File: src/rtl/smc_pkg.sv
package smc_pkg;
  localparam logic [2:0] PST_CONFIG    = 3'd0;
  localparam logic [2:0] PST_INIT_SCHD = 3'd1;
  localparam logic [2:0] PST_COLL_RES  = 3'd2;
  localparam logic [2:0] PST_NORM_ACT  = 3'd3;
  localparam logic [2:0] PST_NORM_PAS  = 3'd4;

  function automatic logic is_normal(input logic [2:0] st);
    return (st == PST_NORM_ACT) || (st == PST_NORM_PAS);
  endfunction

  function automatic logic is_restart(input logic [2:0] st);
    return (st == PST_INIT_SCHD) || (st == PST_COLL_RES);
  endfunction
endpackage

File: src/rtl/smc_id_filter.sv
module smc_id_filter #(
  parameter int ID_W = 11
) (
  input  logic            vld_i,
  input  logic [ID_W-1:0] id_i,
  input  logic            acc_en_i,
  input  logic [ID_W-1:0] acc_mask_i,
  input  logic [ID_W-1:0] acc_val_i,
  input  logic            rej_en_i,
  input  logic [ID_W-1:0] rej_id_i,
  output logic            pass_o
);
  logic acc_ok;
  logic rej_ok;

  always_comb begin
    acc_ok = !acc_en_i || ((id_i & acc_mask_i) == (acc_val_i & acc_mask_i));
    rej_ok = !rej_en_i || (id_i != rej_id_i);
    pass_o = vld_i && acc_ok && rej_ok;
  end
endmodule

File: src/rtl/smc_slot_merge.sv
module smc_slot_merge #(
  parameter int NCH = 2
) (
  input  logic           clk,
  input  logic           rst_n,
  input  logic [NCH-1:0] pass_i,
  input  logic           in_static_i,
  input  logic           slot_end_i,
  output logic           inc_o
);
  logic pend_q;
  logic pend_n;
  logic hit;
  logic pend_en;

  always_comb begin
    hit     = in_static_i && (|pass_i);
    inc_o   = slot_end_i && (pend_q || hit);
    pend_en = slot_end_i || hit;
    pend_n  = slot_end_i ? 1'b0 : 1'b1;
  end

  always_ff @(posedge clk or negedge rst_n) begin
    if (!rst_n)       pend_q <= 1'b0;
    else if (pend_en) pend_q <= pend_n;
  end
endmodule

File: src/rtl/smc_sat_counter.sv
module smc_sat_counter #(
  parameter int CNT_W = 4
) (
  input  logic             clk,
  input  logic             rst_n,
  input  logic             clr_i,
  input  logic             inc_i,
  output logic [CNT_W-1:0] cnt_o
);
  localparam logic [CNT_W-1:0] CMAX = {CNT_W{1'b1}};

  logic [CNT_W-1:0] cnt_q;
  logic [CNT_W-1:0] cnt_n;
  logic             cnt_en;

  always_comb begin
    cnt_en = clr_i || (inc_i && (cnt_q != CMAX));
    cnt_n  = clr_i ? '0 : cnt_q + 1'b1;
  end

  always_ff @(posedge clk or negedge rst_n) begin
    if (!rst_n)      cnt_q <= '0;
    else if (cnt_en) cnt_q <= cnt_n;
  end

  assign cnt_o = cnt_q;
endmodule

File: src/rtl/smc_clear_ctrl.sv
module smc_clear_ctrl
  import smc_pkg::*;
(
  input  logic       clk,
  input  logic       rst_n,
  input  logic [2:0] proto_state_i,
  input  logic       cycle_odd_i,
  input  logic       in_nit_i,
  input  logic       cycle_end_i,
  output logic       clr_even_o,
  output logic       clr_odd_o
);
  logic [2:0] st_q;
  logic       entry;
  logic       norm;

  always_comb begin
    entry      = is_restart(proto_state_i) && (proto_state_i != st_q);
    norm       = is_normal(proto_state_i);
    clr_even_o = entry || (norm && cycle_odd_i && in_nit_i);
    clr_odd_o  = entry || (norm && !cycle_odd_i && cycle_end_i);
  end

  always_ff @(posedge clk or negedge rst_n) begin
    if (!rst_n) st_q <= PST_CONFIG;
    else        st_q <= proto_state_i;
  end
endmodule

File: src/rtl/sync_meas_counter.sv
module sync_meas_counter #(
  parameter int ID_W   = 11,
  parameter int CNT_W  = 4,
  parameter int WORD_W = 16
) (
  input  logic              clk,
  input  logic              rst_n,
  input  logic              cha_vld,
  input  logic [ID_W-1:0]   cha_id,
  input  logic              chb_vld,
  input  logic [ID_W-1:0]   chb_id,
  input  logic              slot_end,
  input  logic              cycle_odd,
  input  logic              in_static,
  input  logic              in_nit,
  input  logic              cycle_end,
  input  logic [2:0]        proto_state,
  input  logic              acc_en,
  input  logic [ID_W-1:0]   acc_mask,
  input  logic [ID_W-1:0]   acc_val,
  input  logic              rej_en,
  input  logic [ID_W-1:0]   rej_id,
  output logic [WORD_W-1:0] even_word,
  output logic [WORD_W-1:0] odd_word
);
  localparam int NCH  = 2;
  localparam int PAD_W = WORD_W - CNT_W;

  logic [NCH-1:0]  ch_vld;
  logic [ID_W-1:0] ch_id [NCH];
  logic [NCH-1:0]  ch_pass;
  logic            slot_inc;
  logic            clr_even;
  logic            clr_odd;
  logic [CNT_W-1:0] cnt_even;
  logic [CNT_W-1:0] cnt_odd;

  always_comb begin
    ch_vld   = {chb_vld, cha_vld};
    ch_id[0] = cha_id;
    ch_id[1] = chb_id;
  end

  for (genvar c = 0; c < NCH; c++) begin : g_filt
    smc_id_filter #(.ID_W(ID_W)) u_filt (
      .vld_i      (ch_vld[c]),
      .id_i       (ch_id[c]),
      .acc_en_i   (acc_en),
      .acc_mask_i (acc_mask),
      .acc_val_i  (acc_val),
      .rej_en_i   (rej_en),
      .rej_id_i   (rej_id),
      .pass_o     (ch_pass[c])
    );
  end

  smc_slot_merge #(.NCH(NCH)) u_merge (
    .clk         (clk),
    .rst_n       (rst_n),
    .pass_i      (ch_pass),
    .in_static_i (in_static),
    .slot_end_i  (slot_end),
    .inc_o       (slot_inc)
  );

  smc_clear_ctrl u_clr (
    .clk           (clk),
    .rst_n         (rst_n),
    .proto_state_i (proto_state),
    .cycle_odd_i   (cycle_odd),
    .in_nit_i      (in_nit),
    .cycle_end_i   (cycle_end),
    .clr_even_o    (clr_even),
    .clr_odd_o     (clr_odd)
  );

  smc_sat_counter #(.CNT_W(CNT_W)) u_cnt_even (
    .clk   (clk),
    .rst_n (rst_n),
    .clr_i (clr_even),
    .inc_i (slot_inc && !cycle_odd),
    .cnt_o (cnt_even)
  );

  smc_sat_counter #(.CNT_W(CNT_W)) u_cnt_odd (
    .clk   (clk),
    .rst_n (rst_n),
    .clr_i (clr_odd),
    .inc_i (slot_inc && cycle_odd),
    .cnt_o (cnt_odd)
  );

  assign even_word = {{PAD_W{1'b0}}, cnt_even};
  assign odd_word  = {{PAD_W{1'b0}}, cnt_odd};
endmodule

File: config.mk
export PLATFORM = sky130hd
export DESIGN_NAME = sync_meas_counter
export DESIGN_NICKNAME = d
export VERILOG_FILES = /design/src/rtl/smc_pkg.sv /design/src/rtl/smc_id_filter.sv /design/src/rtl/smc_slot_merge.sv /design/src/rtl/smc_sat_counter.sv /design/src/rtl/smc_clear_ctrl.sv /design/src/rtl/sync_meas_counter.sv
export SDC_FILE = /design/constraint.sdc
export NUM_CORES = 1
export LEC_CHECK = 0
export ABC_AREA = 1
export ABC_CLOCK_PERIOD_IN_PS = 1700
export BUFFER_PORTS_ARGS = -buffer_cell sky130_fd_sc_hd__buf_2
export CAP_MARGIN = 20
export CORE_MARGIN = 2
export CORE_UTILIZATION = 46
export CTS_BUF_LIST = sky130_fd_sc_hd__clkbuf_2
export DETAILED_ROUTE_END_ITERATION = 10
export PLACE_DENSITY = 0.82
export SLEW_MARGIN = 15
export SYNTH_ARGS = -nofsm -noshare
export SYNTH_HDL_FRONTEND = slang
export SYNTH_SLANG_ARGS = --single-unit
File: constraint.sdc
create_clock -name clk -period 1.7 [get_ports clk]
set_input_delay 0.425 -clock clk [delete_from_list [all_inputs] [get_ports clk]]
set_output_delay 0.425 -clock clk [all_outputs]
set_load 0.1 [all_outputs]
# --- After elaboration in Yosys (flattened, before gate mapping) ---
# Cells that the tools add are included.
word_totals:
  regBits: 12
  input_bits: 69
  out_inout_bits: 32
  elab_cells: 54
classes:
  addsub: 2
  eq_ne: 11
  mux: 3
  bitwise: 3
  n_reduce_logical: 31
op_table:
  columns: ["operator", "count"]
  rows:
  - ["$and A11 B11 Y11", 3]
  - ["$eq A11 B11 Y1", 2]
  - ["$ne A11 B11 Y1", 2]
  - ["$logic_and A1 B1 Y1", 15]
  - ["$logic_or A1 B1 Y1", 12]
  - ["$add A4 B1 Y4 const B", 2]
  - ["$mux W4", 2]
  - ["$ne A4 B4 Y1 const B", 2]
  - ["$eq A3 B2 Y1 const B", 2]
  - ["$eq A3 B1 Y1 const B", 1]
  - ["$eq A3 B3 Y1 const B", 1]
  - ["$logic_not A1 Y1", 3]
  - ["$ne A3 B3 Y1", 1]
  - ["$reduce_or A2 Y1", 1]
  - ["$mux W1", 1]

# --- Longest topological paths before layout ---
depth:
  word_depth: 12
  depth_mapped: 15

# --- Cells and area by module ---
# A second synthesis with hierarchy kept.
hier_totals:
  cells_unflattened: 356
  area_unflattened_um2: 1865.5
by_module_without_submodules:
  columns: ["mod", "instances", "cells_each", "area_per_inst_um2", "seq_area_each_um2"]
  rows:
  - ["smc_id_filter", 2, 117, 491.7, 0.0]
  - ["smc_sat_counter", 2, 29, 222.7, 100.1]
  - ["sync_meas_counter", 1, 29, 201.4, 0.0]
  - ["smc_clear_ctrl", 1, 29, 183.9, 75.1]
  - ["smc_slot_merge", 1, 6, 51.3, 25.0]

# --- Least setup slack after synthesis ---
# OpenSTA, ideal clock, no wires.
synth_timing:
  kind: "register to register"
  startpoint: "reg u_cnt_even.cnt_q[0], in the netlist u_cnt_even.cnt_o[0]"
  endpoint: "reg u_cnt_even.cnt_q[0], in the netlist u_cnt_even.cnt_o[0]"
  setup_time_ps: 121
  arrival_ps: 1738
  t_required_ps: 1579
  path_slack_ps: -158
  path_stages_with_launch: 9
  period_less_slack_ps: 1858
  path_cell_list: "dfrtp_1 > ha_1 > nand3_1 > nand2_1 > inv_1 > nand3_4 > nand2_4 > nand2_1 > nand2_1"
synth_between:
  elab_chain_cells: 3
  word_cells_on_any_way: 5
  classes_between: "add/sub: 1; eq/ne: 1; mux: 1; reduce/logical: 2"
synth_lines:
  columns: ["element", "line", "text"]
  rows:
  - ["from (decl)", "smc_sat_counter.sv:12", "logic [CNT_W-1:0] cnt_q;"]
  - ["from (signal assigned)", "smc_sat_counter.sv:23", "else if (cnt_en) cnt_q <= cnt_n;"]
  - ["parallel branches: the longest is 3 deep, another holds $add A4 B1 Y4", null, null]
# Parallel ways; which one is timed is not known.
# A chain may end at the register's enable or synchronous reset.

# --- Worst setup path after layout ---
layout_timing:
  startpoint: "reg u_cnt_odd.cnt_q[2], in the netlist u_cnt_odd.cnt_o[2]"
  endpoint: "out odd_word[2]"
layout_lines:
  columns: ["element", "line", "text"]
  rows:
  - ["from (decl)", "smc_sat_counter.sv:12", null]
  - ["from (signal assigned)", "smc_sat_counter.sv:23", null]
  - ["to (decl)", "sync_meas_counter.sv:24", "output logic [WORD_W-1:0] odd_word"]
# No word-level cell between the ends.

==> results.cfg <==
[setup_path]
critPathCaptureType = primary output
worst-path-stages = 1
cp_slowest_cell = dfrtp_1
rr_worst_depth = 9
worst_ep_required_time_ps = 1270
setup.worst_path.start_class = register
cp.arrival_ps = 1190
critical_path_class = reg2out
crit_chain = buf_2
path_buf_inv = 1
cp_max_fo = 5
max_stage_delay_ps = 460
crit_family = flip-flops

[timing]
fin_tns_setup_ps = 0
drv_slew = 0
skew_ps = 10.7
min_period_over_period = 0.951
hold_viol = 0
setup_viol = 0
fin_crit_ps = 1620
rsz0062_at_grt = false
fin_ws_ps = 83.8
fmax_ghz = 0.619

[cells_and_area]
final_util = 0.585
finalNonFillerCells = 447
fill_cells = 395
antenna_cells = 0
area_delta_synth_final_pct = 21.7
final_net_count = 471
drive_above_1_share = 0.238

[synth]
synth-edff-count = 0
synth_area_leaders = nand2_1, dfrtp_1, nand3_1
synth_cell_types = 20
ys_warn_count = 0
yosys_register_bits = 12
synthCells = 319
yosys.area.top_type = nand2_1
synth.most_common_cell = nand2_1
synth.avg_cell_area_um2 = 5.52
seq_area_frac_synth = 0.171
netlist.area_leader.share = 0.264
synthArstFlopShare = 1.00
synth_ff_type = dfrtp_1
syn-cell-area_um2 = 1760
synth_common_cells = nand2_1, inv_1, nand3_1

[grt]
grt_max_degree = 13
grt_overflow_total = 0
grt_pass1_wl_um = 6870
grt_pass1_vias = 1728
antenna_found_initial = 0
grt_usage = 0.196

[cts]
cts-root-buf = clkbuf_2
clk_pin_slew_ps = 130
post_cts.repair.setup_buffers = 0
htree_levels = 1
cts.sinks = 12
clk_path_buf_depth = 2
worst_skew_pair.late_latency_ps = 270
cts_buffers = 3
cts_tree = built
cts_hold_buf = 1
cts_resized = 0

[routing]
vias = 2022
drt-total-wl_um = 4170
drc = 0
drtPass1Iterations = 4
via_per_inst = 4.52
final_antenna_net_count = 0
wl_per_cell_um = 9.32
drtIter0Drc = 118

[floorplanning]
ios = 101
start_util = 0.481
rows = 22
die_x_um = 65.9
core_region_area_um2 = 3660
die_h_um = 65.9
fp.dieArea_um2 = 4340

[run_status]
status = finished clean

[placed_design]
hpwlAfterDp_um = 3610
pre_cts_slack_ps = -19.1
gp_congestion = 0.885
portBuffers = 76
dp_cells = 442

[power]
pwr-share-clk = 0.088
seq_power_share = 0.237
p_sw_frac = 0.624
ir_worst_vdd_uv = 789
switchingPower_w = 0.00114
p_per_area_nw_per_um2 = 852
p_leak_nw = 1.40
power_w = 0.00182
p_int_w = 0.000687
combPwrFrac = 0.675

[hold_path]
hold_class = in2reg
whs_path_depth = 1

[job]
cap_violations = 0
[cells by family (layout without fill, tap and decap cells)]
logic type	count (synthesis)	count (layout)	share of synthesized area
compound gates	9	9	0.0462
xor+xnor	9	9	0.0448
fa+ha+maj	2	2	0.0142
buf+inv	78	135	0.217
flops	12	12	0.171
other cells	1	24	0.00213
simple gates	208	208	0.505
[cells in the final DEF, fill, tap and decap left out]
cell type,count
a21oi_1,5
a21oi_2,1
a31oi_4,2
buf_2,76
clkbuf_2,4
conb_1,24
dfrtp_1,8
dfrtp_2,4
dlygate4sd3_1,1
ha_1,2
inv_1,52
inv_2,2
nand2_1,124
nand2_2,2
nand2_4,2
nand3_1,40
nand3_4,2
nand4_1,3
nor2_1,34
o21ai_1,1
or2_1,1
xnor2_1,7
xor2_1,2
[power groups by stage]
| stage | Clock, W | Combinational [W] | Sequential [W] |
|---|---|---|---|
| CTS | 0.000171 | 0.00123 | 0.000431 |
| floorplan | 0 | 0.000616 | 0.000835 |
| detailed placement | 0 | 0.00123 | 0.000435 |
| global placement | 0 | 0.00122 | 0.000435 |
| global route | 0.000181 | 0.00133 | 0.000442 |
| finish | 0.000161 | 0.00123 | 0.000432 |
[state kept, by name (all words and copies together), names as in the netlist]
| signal | count |
|---|---|
| u_clr.st_q | 3 |
| u_merge.pend_q | 1 |
| u_cnt_even.cnt_o | 4 |
| u_cnt_odd.cnt_o | 4 |
[through the flow]
stage,area [um^2],hold WS [ps]
global placement,2110,315
global route,2140,289
floorplan,1850,129
detailed placement,2110,317
finish,2140,308
CTS,2140,293
[area by class of cell]
cell class / instances / area (um^2) / share of cell area
clock buffer: 4 / 20.0 / 0.00935
inverter: 54 / 203 / 0.0946
multi-input combinational: 252 / 1160 / 0.543
sequential: 12 / 305 / 0.143
tap: 48 / 60.1 / 0.0280
timing repair buffer: 77 / 390 / 0.182
[final timing paths]
check	slack, ps	end	startpoint
min in group asynchronous	540	u_merge.pend_q$_DFFE_PN0P_	rst_n
max in group asynchronous	920	u_cnt_even.cnt_o[1]$_DFFE_PN0P_	rst_n
worst min-delay path	310	u_clr.st_q[0]$_DFF_PN0_	proto_state[0]
worst max-delay path	80	odd_word[2]	u_cnt_odd.cnt_o[2]$_DFFE_PN0P_
worst max register to register	260	u_cnt_even.cnt_o[1]$_DFFE_PN0P_	u_clr.st_q[1]$_DFF_PN0_
worst min register to register	570	u_cnt_odd.cnt_o[1]$_DFFE_PN0P_	u_cnt_odd.cnt_o[1]$_DFFE_PN0P_
[per-layer routing]
| metal | vias to the layer above | global-route usage | part of all wire |
|---|---|---|---|
| met5 | - | 0 | 0 |
| met4 | 0 | 0.0495 | 0.0026 |
| met3 | 2 | 0.0256 | 0.093 |
| met2 | 76 | 0.337 | 0.45 |
| met1 | 864 | 0.259 | 0.45 |
| li1 | 1080 | - | - |
Note: power is estimated with default switching activity, not from simulation.
